$ cat src/rtl/hcr_pkg.sv
package hcr_pkg;

   function automatic bit is_pow2(input int n);
      return (n >= 2) && ((n & (n - 1)) == 0);
   endfunction

   function automatic int cube_dims(input int n);
      return $clog2(n);
   endfunction

   function automatic int index_bits(input int n);
      return (n > 1) ? $clog2(n) : 1;
   endfunction

endpackage

$ cat src/rtl/hcr_step_ctrl.sv
module hcr_step_ctrl #(
   parameter int DIMS   = 3,
   parameter int STEP_W = 2
) (
   input  logic              clk,
   input  logic              rst_n,
   input  logic              start,
   output logic              load,
   output logic              busy,
   output logic [STEP_W-1:0] step,
   output logic              done
);
   localparam int LAT_W = $clog2(DIMS + 1) + 1;

   logic [LAT_W-1:0] lat_q;

   assign load = start && !busy;

   always_ff @(posedge clk or negedge rst_n) begin
      if (!rst_n) begin
         busy  <= 1'b0;
         step  <= '0;
         done  <= 1'b0;
         lat_q <= '0;
      end else begin
         done <= 1'b0;
         if (load) begin
            busy  <= 1'b1;
            step  <= STEP_W'(DIMS - 1);
            lat_q <= '0;
         end else if (busy) begin
            lat_q <= lat_q + 1'b1;
            if (step == '0) begin
               busy <= 1'b0;
               done <= 1'b1;
            end else begin
               step <= step - 1'b1;
            end
         end
      end
   end

   // dimensions are visited in descending order, one per clock
   assert_step_desc_R2: assert property (@(posedge clk) disable iff (!rst_n)
      (busy && step != '0) |=> (busy && step == $past(step) - 1'b1));

   // a start during a run neither aborts nor restarts it
   assert_ignore_start_R8: assert property (@(posedge clk) disable iff (!rst_n)
      (busy && start && step != '0) |=> (busy && step == $past(step) - 1'b1));

   // done is a single-cycle pulse
   assert_done_pulse_R6: assert property (@(posedge clk) disable iff (!rst_n)
      done |=> !done);

   // done arrives exactly DIMS edges after capture
   assert_latency_R6: assert property (@(posedge clk) disable iff (!rst_n)
      done |-> (lat_q == LAT_W'(DIMS)));

endmodule

$ cat src/rtl/hcr_acc_node.sv
module hcr_acc_node #(
   parameter int IN_W  = 8,
   parameter int SUM_W = 11
) (
   input  logic             clk,
   input  logic             rst_n,
   input  logic             load,
   input  logic             acc,
   input  logic [IN_W-1:0]  din,
   input  logic [SUM_W-1:0] partner,
   output logic [SUM_W-1:0] sum
);
   always_ff @(posedge clk or negedge rst_n) begin
      if (!rst_n) begin
         sum <= '0;
      end else if (load) begin
         sum <= SUM_W'(din);
      end else if (acc) begin
         sum <= sum + partner;
      end
   end

   // accumulation never wraps
   assert_no_overflow_R5: assert property (@(posedge clk) disable iff (!rst_n)
      acc |=> (sum >= $past(sum)));

   // capture and accumulation never coincide
   assert_no_clash_R8: assert property (@(posedge clk) disable iff (!rst_n)
      !(load && acc));

endmodule

$ cat src/rtl/hcr_hold_node.sv
module hcr_hold_node #(
   parameter int IN_W  = 8,
   parameter int SUM_W = 11
) (
   input  logic             clk,
   input  logic             rst_n,
   input  logic             load,
   input  logic             busy,
   input  logic [IN_W-1:0]  din,
   output logic [SUM_W-1:0] sum
);
   always_ff @(posedge clk or negedge rst_n) begin
      if (!rst_n) begin
         sum <= '0;
      end else if (load) begin
         sum <= SUM_W'(din);
      end
   end

   // an upper-half node never changes during a run
   assert_hold_R4: assert property (@(posedge clk) disable iff (!rst_n)
      busy |=> $stable(sum));

endmodule

$ cat src/rtl/hcube_reduce.sv
module hcube_reduce
   import hcr_pkg::*;
#(
   parameter int NODES = 8,
   parameter int IN_W  = 8
) (
   input  logic                            clk,
   input  logic                            rst_n,
   input  logic                            start,
   input  logic [NODES*IN_W-1:0]           in_vec,
   output logic [IN_W+$clog2(NODES)-1:0]   result,
   output logic                            done
);
   localparam int DIMS   = cube_dims(NODES);
   localparam int SUM_W  = IN_W + DIMS;
   localparam int STEP_W = index_bits(DIMS);
   localparam int HALF   = NODES / 2;

   if (!is_pow2(NODES)) begin : g_bad_nodes
      $fatal(1, "NODES must be a power of two of at least 2");
   end
   if (IN_W < 1) begin : g_bad_width
      $fatal(1, "IN_W must be at least 1");
   end

   logic              load;
   logic              busy;
   logic [STEP_W-1:0] step;
   logic [SUM_W-1:0]  sums [NODES];

   hcr_step_ctrl #(.DIMS(DIMS), .STEP_W(STEP_W)) u_ctrl (
      .clk   (clk),
      .rst_n (rst_n),
      .start (start),
      .load  (load),
      .busy  (busy),
      .step  (step),
      .done  (done)
   );

   for (genvar n = 0; n < NODES; n++) begin : g_node
      if (n < HALF) begin : g_acc
         logic [SUM_W-1:0] cand [DIMS];
         logic [SUM_W-1:0] partner;
         logic             acc_en;

         for (genvar d = 0; d < DIMS; d++) begin : g_dim
            if (n < (1 << d)) begin : g_link
               assign cand[d] = sums[n + (1 << d)];
            end else begin : g_nolink
               assign cand[d] = '0;
            end
         end

         assign partner = cand[step];
         assign acc_en  = busy && (n < (32'd1 << step));

         hcr_acc_node #(.IN_W(IN_W), .SUM_W(SUM_W)) u_node (
            .clk     (clk),
            .rst_n   (rst_n),
            .load    (load),
            .acc     (acc_en),
            .din     (in_vec[n*IN_W +: IN_W]),
            .partner (partner),
            .sum     (sums[n])
         );
      end else begin : g_hold
         hcr_hold_node #(.IN_W(IN_W), .SUM_W(SUM_W)) u_node (
            .clk   (clk),
            .rst_n (rst_n),
            .load  (load),
            .busy  (busy),
            .din   (in_vec[n*IN_W +: IN_W]),
            .sum   (sums[n])
         );
      end
   end

   assign result = sums[0];

   // the total is held from done until the next accepted start
   assert_result_hold_R7: assert property (@(posedge clk) disable iff (!rst_n)
      (!busy && !load) |=> $stable(result));

endmodule

$ cat config.mk
export PLATFORM = sky130hd
export DESIGN_NAME = hcube_reduce
export DESIGN_NICKNAME = d
export VERILOG_FILES = /design/src/rtl/hcr_pkg.sv /design/src/rtl/hcr_step_ctrl.sv /design/src/rtl/hcr_acc_node.sv /design/src/rtl/hcr_hold_node.sv /design/src/rtl/hcube_reduce.sv
export SDC_FILE = /design/constraint.sdc
export NUM_CORES = 1
export LEC_CHECK = 0
export BUFFER_PORTS_ARGS = -buffer_cell sky130_fd_sc_hd__buf_2
export CELL_PAD_IN_SITES_DETAIL_PLACEMENT = 1
export CELL_PAD_IN_SITES_GLOBAL_PLACEMENT = 1
export CORE_MARGIN = 2
export CORE_UTILIZATION = 47
export DETAILED_ROUTE_END_ITERATION = 10
export PLACE_DENSITY_LB_ADDON = 0.08
export RECOVER_POWER = 100
export SYNTH_ARGS = -nofsm -noshare
export SYNTH_HDL_FRONTEND = slang
export SYNTH_SLANG_ARGS = --single-unit
$ cat constraint.sdc
create_clock -name clk -period 9.65 [get_ports clk]
set_clock_uncertainty 0.05 [all_clocks]
set_input_delay 1.4475 -clock clk [delete_from_list [all_inputs] [get_ports clk]]
set_output_delay 1.4475 -clock clk [all_outputs]
set_load 0.03 [all_outputs]
Word level (Yosys, flattened, before mapping)

Cells that the tools add are included.

Bits in registers: 80
Input port bits: 67
Word-level logic and storage cells: 66

Add/subtract/negate cells: 5
$lt $le $gt $ge: 5
Equality and inequality tests: 1
Shift-type cells: 1
Mux-type cells: 29
Bitwise logic cells: 1
Reductions and logical operators: 13

Operators by type and width:

| kind                 | count |
|---|---|
| $mux 11              | 16 |
| $bmux 11 s2          | 4 |
| $lt 1x32->1 const A  | 2 |
| $lt 2x32->1 const A  | 2 |
| $add 11x11->11       | 4 |
| $shl 1x2->32 const A | 1 |
| $reduce_bool 2->1    | 5 |
| $mux 1               | 6 |
| $mux 2               | 3 |
| $logic_and 1x1->1    | 5 |
| $ge 3x3->1 const B   | 1 |
| $not 2->3            | 1 |
| $logic_not 2->1      | 1 |
| $ne 2x1->1 const B   | 1 |
| $reduce_and 2->1     | 1 |
| $sub 2x1->2 const B  | 1 |
| $logic_not 1->1      | 1 |

Longest topological paths before layout

Gate-level depths: netlist of the first run.

Depth in word-level cells: 7
Mapped depth: 15
Depth with buffers taken out: 12

By module

A second synthesis of the first run with hierarchy kept.

Cells, all modules: 617
Area, all modules: 6112.1 um^2

By module, submodules not included:

| module        | instances | cells each | area an instance (um^2) | seq. area each (um^2) |
|---|---|---|---|---|
| hcr_acc_node  | 4         | 112        | 984.7                   | 275.3 |
| hcr_hold_node | 4         | 21         | 357.8                   | 200.2 |
| hcube_reduce  | 1         | 69         | 570.5                   | 0.0 |
| hcr_step_ctrl | 1         | 16         | 171.4                   | 100.1 |

Worst setup path before layout of the first run

No wires, ideal clock.

Path type: register to register
Start point: register u_ctrl.step[1]
End point: register g_node[0].g_acc.u_node.sum[10]
Library setup time: 0.140 ns
Data arrival time: 2.888 ns
Required time: 9.460 ns
Path slack: 6.573 ns
Cell stages (with the launch flop): 16
Path buffers: 3
Path through: dfrtp_1 > buf_2 > nor2b_1 > buf_2 > clkbuf_1 > nand2_1 > o21ai_0 > ha_1 > inv_1 > fa_1 > nor2b_4 > o31ai_4 > a211oi_1 > nor4_1 > o311ai_0 > o41ai_1

Word-level cells in the longest chain between the ends: 7
Elaborated cells on any way between the ends: 11

RTL lines:

| item                                       | line                | text |
|---|---|---|
| from (decl)                                | hcr_step_ctrl.sv:10 | `output logic [STEP_W-1:0] step,` |
| from (signal assigned)                     | hcr_step_ctrl.sv:29 | `step <= STEP_W'(DIMS - 1);` |
| from (signal assigned)                     | hcr_step_ctrl.sv:37 | `step <= step - 1'b1;` |
| $not 2->3 (implied by the code)            | hcube_reduce.sv:55  | `assign partner = cand[step];` |
| $bmux 11 s2                                | hcube_reduce.sv:55  |  |
| $mux 11 (implied by the code) (2 in a row) | hcube_reduce.sv:55  |  |
| $add 11x11->11                             | hcr_acc_node.sv:19  | `sum <= sum + partner;` |
| $mux 11                                    | hcr_acc_node.sv:18  | `end else if (acc) begin` |
| $mux 11                                    | hcr_acc_node.sv:16  | `end else if (load) begin` |
| to (signal assigned)                       | hcr_acc_node.sv:17  | `sum <= SUM_W'(din);` |
| to (signal assigned)                       | hcr_acc_node.sv:19  |  |
| to (decl)                                  | hcr_acc_node.sv:11  | `output logic [SUM_W-1:0] sum` |

Parallel ways exist; a longest one is shown, timed or not. The select of a mux whose other input is x is not followed.
A chain may end at the register's enable or synchronous reset.

Worst setup path after layout of the first run

Start point: input port start
End point: register g_node[1].g_acc.u_node.sum[7]

Word-level cells in the longest chain between the ends: 2
Elaborated cells on any way between the ends: 3

RTL lines:

| item                                         | line                | text |
|---|---|---|
| from (decl)                                  | hcube_reduce.sv:9   | `input logic start,` |
| $logic_and 1x1->1 (*)                        | hcr_step_ctrl.sv:17 | `assign load = start && !busy;` |
| $mux 11 or $reduce_bool 2->1 (tied branches) | -                   |  |
| to (signal assigned)                         | hcr_acc_node.sv:17  |  |
| to (signal assigned)                         | hcr_acc_node.sv:19  |  |
| to (decl)                                    | hcr_acc_node.sv:11  |  |

Mark *: on every way between the ends. The rest lies on a longest branch, timed or not.

==> results of run 1 <==
## layout make-up
class / instances / share of cell area
Inverter: 16 / 0.00986
Tap cell: 140 / 0.0288
Clock inverter: 3 / 0.00658
Multi-Input combinational cell: 512 / 0.515
Timing Repair Buffer: 85 / 0.0680
Sequential cell: 80 / 0.329
Clock buffer: 13 / 0.0427
## power by group through the flow
stage | sequential (uW) | combinational [uW] | clock (uW)
after global placement | 661 | 1430 | 0
after CTS | 667 | 1550 | 363
after global routing | 688 | 1700 | 375
after detailed placement | 671 | 1520 | 0
after floorplan | 640 | 1130 | 0
final | 665 | 1510 | 357
## cell families (layout without fill, tap and decap cells)
group / after synthesis / after routing / synth area share
compound gates: 161 / 161 / 0.195
buf+inv: 44 / 117 / 0.0323
flops: 80 / 80 / 0.375
mux: 17 / 17 / 0.0321
xor+xnor: 18 / 18 / 0.0295
fa+ha+maj: 47 / 47 / 0.116
simple gates: 269 / 269 / 0.220
## final timing paths
| path | from | to | slack, ns |
|---|---|---|---|
| setup / recovery | start | g_node[1].g_acc.u_node.sum[7]$_DFFE_PN0P_ | 4.39 |
| hold / removal | g_node[6].g_hold.u_node.sum[0]$_DFFE_PN0P_ | g_node[6].g_hold.u_node.sum[0]$_DFFE_PN0P_ | 0.43 |
| setup reg to reg | u_ctrl.busy$_DFF_PN0_ | g_node[1].g_acc.u_node.sum[7]$_DFFE_PN0P_ | 5.07 |
| hold reg to reg | g_node[6].g_hold.u_node.sum[0]$_DFFE_PN0P_ | g_node[6].g_hold.u_node.sum[0]$_DFFE_PN0P_ | 0.43 |
| max in group asynchronous | rst_n | g_node[2].g_acc.u_node.sum[5]$_DFFE_PN0P_ | 4.85 |
| min in group asynchronous | rst_n | g_node[0].g_acc.u_node.sum[3]$_DFFE_PN0P_ | 1.62 |
## placed cells by master, fill, tap and decap left out, drive strengths merged, types with 10 or more instances in the layout
master and count:
and3 21, xor2 10, nor3 11, buf 68, a211oi 13, mux2i 16, nor2b 15, a21oi 42
nand2 150, dfrtp 80, inv 16, a31oi 12, nor2 48, clkbuf 30, o21ai 42, ha 43
## per-layer routing
| layer | routed length, um | GRT usage |
|---|---|---|
| met1 | 6740 | 0.321 |
| met2 | 8010 | 0.481 |
| met5 | 0 | 0 |
| met3 | 492 | 0.0472 |
| met4 | 355 | 0.0883 |
## worst min-delay path, cell delays in order (launching register included)
cell	delay, ns
dfrtp_1	0.34
nand2_1	0.05
nand2_1	0.06
## sequential cells by signal, summed over array words and instances (netlist names)
| register | count |
|---|---|
| g_node.g_hold.u_node.sum | 32 |
| u_ctrl.done | 1 |
| g_node.g_acc.u_node.sum | 44 |
| u_ctrl.busy | 1 |
| u_ctrl.step | 2 |
## stage by stage
stage	hold WS, ns	instance area (um^2)	utilization	total power (uW)	std cells
floorplan	0.388	5340	-	1770	636
global placement	0.411	5870	0.534	2090	833
detailed placement	0.409	5870	0.534	2190	833
CTS	0.424	6170	0.561	2580	849
global route	0.451	6090	0.554	2770	849
finish	0.425	6090	0.554	2530	849
==> impl_metrics.ini, run 1 <==
[synthesis]
syn-cell-area_mm2 = 0.00534
synth_top_area_frac = 0.375
synthArstFlopShare = 1.00
synth.avg_cell_area_um2 = 8.40
synthMostInstantiatedCell = nand2_1
yosys_warnings = 0
synth_nets = 750
syn-instance-count = 636
yosys-top-cells-count = nand2_1, dfrtp_1, nor2_1, ha_1, a21oi_1
yosys.cell_types.count = 50
synth_seq_cells = 80
synth_enable_flop_cells = 0
synth.largest_area_cell = dfrtp_1
ys_top_cells_by_area = dfrtp_1, nand2_1, ha_1
yosysSeqAreaShare = 0.375
synth-main-ff-cell = dfrtp_1

[clock_tree]
cts_max_level = 3
cts_setup_buffers = 0
cts-buffers-inserted = 9
root_buffer = clkbuf_16
clockBufferDepth = 2
cts_tree = built
clkSlewWorstSetupHoldPaths_ns = 0.06
ctsHoldBuffers = 0
insertion_delay_ns = 0.35
cts_resized = 0
cts_num_sinks = 80

[worst_setup_path]
required_ns = 9.81
start_kind = primary input
max_stage_delay_ns = 1.62
cpMostUsedCell = clkbuf_1
crit_path_cell_trace = clkbuf_1 -> nor2b_1 -> clkbuf_1 -> nor2_1 -> a22oi_1 -> o21ai_0
r2r_cells = 5
end_kind = register
cp.depth = 6
worstSetupPathType = primary input to register
crit_fanout = 47
crit_family = simple AND/OR/NAND/NOR gates
crit_buf_inv = 2
cp_data_arrival_time_ns = 5.43
cpMaxStageDelayCell = nor2b_1

[status]
outcome = complete, but fails checks
violations = capacitance limit, slew limit

[floorplanning]
core_area_mm2 = 0.0110
pin_count = 79
row_count = 38
die_h_um = 111
die-area_mm2 = 0.0122
initial_core_util = 0.486
die_w_um = 111

[drt]
via_count = 4866
drtIter0Drc = 213
wl_um = 15600
drcViolationCount = 0
routedWlPerCell_um = 18.4
final_antenna_net_count = 0
drtPass1Iterations = 6
viasPerCell = 5.73

[place]
place_ws_ns = 6.16
dp_hpwl_um = 11500
port_buffers = 78
place_congestion = 0.872

[finish]
diodes = 0
area.growth.synth_to_final_pct = 14.0
n_fill_cell = 1382
regArea_mm2 = 0.00200
drive_gt1_frac = 0.121
layout.nets = 818
multi_input_area_mm2 = 0.00314

[power]
p_leak_uw = 0.00302
comb_power_share = 0.596
swShare = 0.479
peakVddDrop_v = 0.000197
pwr-share-seq = 0.262
p_int_uw = 1320
power_density_mw_per_mm2 = 416
p_switching_uw = 1210
p_clk_frac = 0.141

[sta]
setup_slack_ns = 4.39
period_share = 0.545
finalHoldViolations = 0
drv_slew = 202
worst_pin_slew_ns = 2.38
finalSetupViolations = 0
fin_tns_setup_ns = 0
relSlewSlack = -0.589
finalCriticalPeriod_ns = 5.26
timing.fmax_ghz = 0.190
rsz0062_at_grt = false

[global_routing]
grt_overflow_total = 0
grt_pass1_vias = 5440
grt_first_pass_wirelength_um = 26600
grtUsageTotal = 0.267
grt_max_degree = 48
antenna_found_initial = 0

[worst_hold_path]
hold_path_depth = 2
worstHoldPathType = register to register

[flow_run]
drv_cap = 5
No activity file was read; power rests on OpenSTA's default activity.
==> inputs of run 2 (changes only) <==
- CORE_UTILIZATION: 47 -> 43
- clock period: 9.65 -> 5.4 ns (I/O delays scaled with it)
==> run 2 against run 1 <==
The flow still finishes with violations (capacitance limit, slew limit). Clock power grew 57%. Register-to-register slack lost 3.6 ns. Via count shrank 1.5%. Cell count grew 2.9%. Die area grew 9.0%. Non-clock buffer count shrank 1. Global-route usage shrank 2.6 points. Core utilization shrank 5.1 points. Sequential share of layout area grew 0.068 points. Critical path depth grew 7. First-iteration DRC count shrank 1.4%.
==> impl_metrics.ini, run 2 (synthesized netlist as in run 1, its figures left out) <==
[status]
outcome = complete, but fails checks
violations = capacitance limit, slew limit

[clock_tree]
cts_setup_buffers = 0
insertion_delay_ns = 0.35
cts_max_level = 3
cts_num_sinks = 80
cts-buffers-inserted = 9
root_buffer = clkbuf_16
cts_tree = built
clkSlewWorstSetupHoldPaths_ns = 0.06
ctsHoldBuffers = 0
cts_resized = 0
clockBufferDepth = 2

[finish]
n_fill_cell = 1506
layout.nets = 817
final_cell_area_mm2 = 0.00608
largest_register_ffs = 44
largest_registers = g_node.g_acc.u_node.sum x44, g_node.g_hold.u_node.sum x32, u_ctrl.step x2
final_common_cell = nand2_1
drive_gt1_frac = 0.118
mostFrequentLayoutCells = nand2_1, dfrtp_1, buf_2
regArea_mm2 = 0.00200
multi_input_area_mm2 = 0.00314
top_register = g_node.g_acc.u_node.sum
diodes = 0
final_core_util = 0.504
area.growth.synth_to_final_pct = 13.8

[sta]
worst_pin_slew_ns = 2.13
finalCriticalPeriod_ns = 3.96
timing.fmax_ghz = 0.253
rsz0062_at_grt = false
finalHoldViolations = 0
period_share = 0.733
setup_slack_ns = 1.44
relSlewSlack = -0.417
fin_tns_setup_ns = 0
finalSetupViolations = 0
drv_slew = 167

[worst_setup_path]
r2r_cells = 13
max_stage_delay_ns = 0.65
crit_buf_inv = 2
required_ns = 5.56
cpMostUsedCell = nor2b_1
worstSetupPathType = register to register
end_kind = register
rrSetupSlack_ns = 1.44
crit_end = g_node[0].g_acc.u_node.sum[10]$_DFFE_PN0P_
start_kind = register
r2r-start = u_ctrl.step[0]$_DFFE_PN0P_
cp.depth = 13
cpMaxStageDelayCell = dfrtp_1
crit_path_cell_trace = nor2b_1 -> clkbuf_1 -> nand2_1 -> o21ai_0 -> ha_1 -> inv_1 -> fa_1 -> nor2b_1 -> o31ai_1 -> a211oi_1 -> nor4_1 -> o311ai_0 -> o41ai_1
cp-startpoint = u_ctrl.step[0]$_DFFE_PN0P_
crit_fanout = 16
crit_family = compound AO/OA/AOI/OAI gates
cp_data_arrival_time_ns = 4.12
reg2reg_to = g_node[0].g_acc.u_node.sum[10]$_DFFE_PN0P_

[floorplanning]
initial_core_util = 0.443
core_area_mm2 = 0.0121
die-area_mm2 = 0.0133
die_w_um = 115
die_h_um = 115
row_count = 40
pin_count = 79

[global_routing]
grt_max_degree = 81
grt_overflow_total = 0
grt_pass1_vias = 5163
grtUsageTotal = 0.241
antenna_found_initial = 0
grt_first_pass_wirelength_um = 25200

[drt]
viasPerCell = 5.49
routedWlPerCell_um = 17.3
drtIter0Drc = 210
wl_um = 15100
final_antenna_net_count = 0
drcViolationCount = 0
via_count = 4794
drtPass1Iterations = 4

[power]
peakVddDrop_v = 0.000376
comb_power_share = 0.603
power_density_mw_per_mm2 = 725
pwr-share-seq = 0.270
p_clk_frac = 0.127
swShare = 0.482
p_int_uw = 2280
p_leak_uw = 0.00300
p_switching_uw = 2120

[place]
port_buffers = 78
place_area_mm2 = 0.00589
place_congestion = 0.871
dp_hpwl_um = 11100
place_ws_ns = 1.89

[worst_hold_path]
worstHoldPathType = register to register

[flow_run]
drv_cap = 3
[run 2: changes by cell type in the layout (fill, tap and decap cells not counted)]
cell	delta
bufinv_16	-1
clkbuf_1	+1
buf_4	-2
clkbuf_2	+1
clkbuf_8	-1
clkinv_2	-1
nor2b_1	-1
nor2b_4	+1
[run 2: layer usage]
| metal | track usage | up-vias | part of all wire |
|---|---|---|---|
| met4 | 0.0956 | 0 | 0.030 |
| met2 | 0.423 | 76 | 0.50 |
| met5 | 0 | - | 0 |
| met1 | 0.289 | 2332 | 0.44 |
| met3 | 0.0486 | 30 | 0.026 |
| li1 | - | 2356 | - |
[run 2: power groups by stage]
stage | logic (uW) | clock network [uW] | registers, uW
after floorplan | 2010 | 0 | 1140
after global placement | 2570 | 0 | 1200
after detailed placement | 2700 | 0 | 1200
after CTS | 2740 | 574 | 1190
after global routing | 3020 | 597 | 1230
final | 2660 | 560 | 1190
[run 2: worst min path at each step]
stage,startpoint,endpoint,cells past startpoint
after detailed placement,g_node[6].g_hold.u_node.sum[0]$_DFFE_PN0P_,g_node[6].g_hold.u_node.sum[0]$_DFFE_PN0P_,2
after floorplan,g_node[7].g_hold.u_node.sum[5]$_DFFE_PN0P_,g_node[7].g_hold.u_node.sum[5]$_DFFE_PN0P_,2
after global routing,g_node[6].g_hold.u_node.sum[0]$_DFFE_PN0P_,g_node[6].g_hold.u_node.sum[0]$_DFFE_PN0P_,2
after global placement,g_node[7].g_hold.u_node.sum[4]$_DFFE_PN0P_,g_node[7].g_hold.u_node.sum[4]$_DFFE_PN0P_,2
after CTS,g_node[0].g_acc.u_node.sum[10]$_DFFE_PN0P_,g_node[0].g_acc.u_node.sum[10]$_DFFE_PN0P_,1
final,g_node[7].g_hold.u_node.sum[6]$_DFFE_PN0P_,g_node[7].g_hold.u_node.sum[6]$_DFFE_PN0P_,2
[run 2: through the flow]
stage / std cells / total power [uW] / hold slack, ns
after floorplan: 636 / 3160 / 0.388
after global placement: 860 / 3760 / 0.405
after detailed placement: 860 / 3900 / 0.412
after CTS: 874 / 4500 / 0.424
after global routing: 874 / 4840 / 0.460
final: 874 / 4410 / 0.423
[run 2: layout make-up]
| cell class | count | area share |
|---|---|---|
| clock buffers | 13 | 0.0412 |
| repair buffers | 84 | 0.0665 |
| inverters | 16 | 0.00988 |
| multi-input cells | 512 | 0.518 |
| clock inverters | 1 | 0.000824 |
| flip-flops and latches | 80 | 0.329 |
| well taps | 168 | 0.0346 |
[run 2: tightest hold or removal path: cells and delay by family (launching register included)]
| kind | cells | cell delay [ns] |
|---|---|---|
| and+or+nand+nor | 2 | 0.11 |
| DFF | 1 | 0.33 |
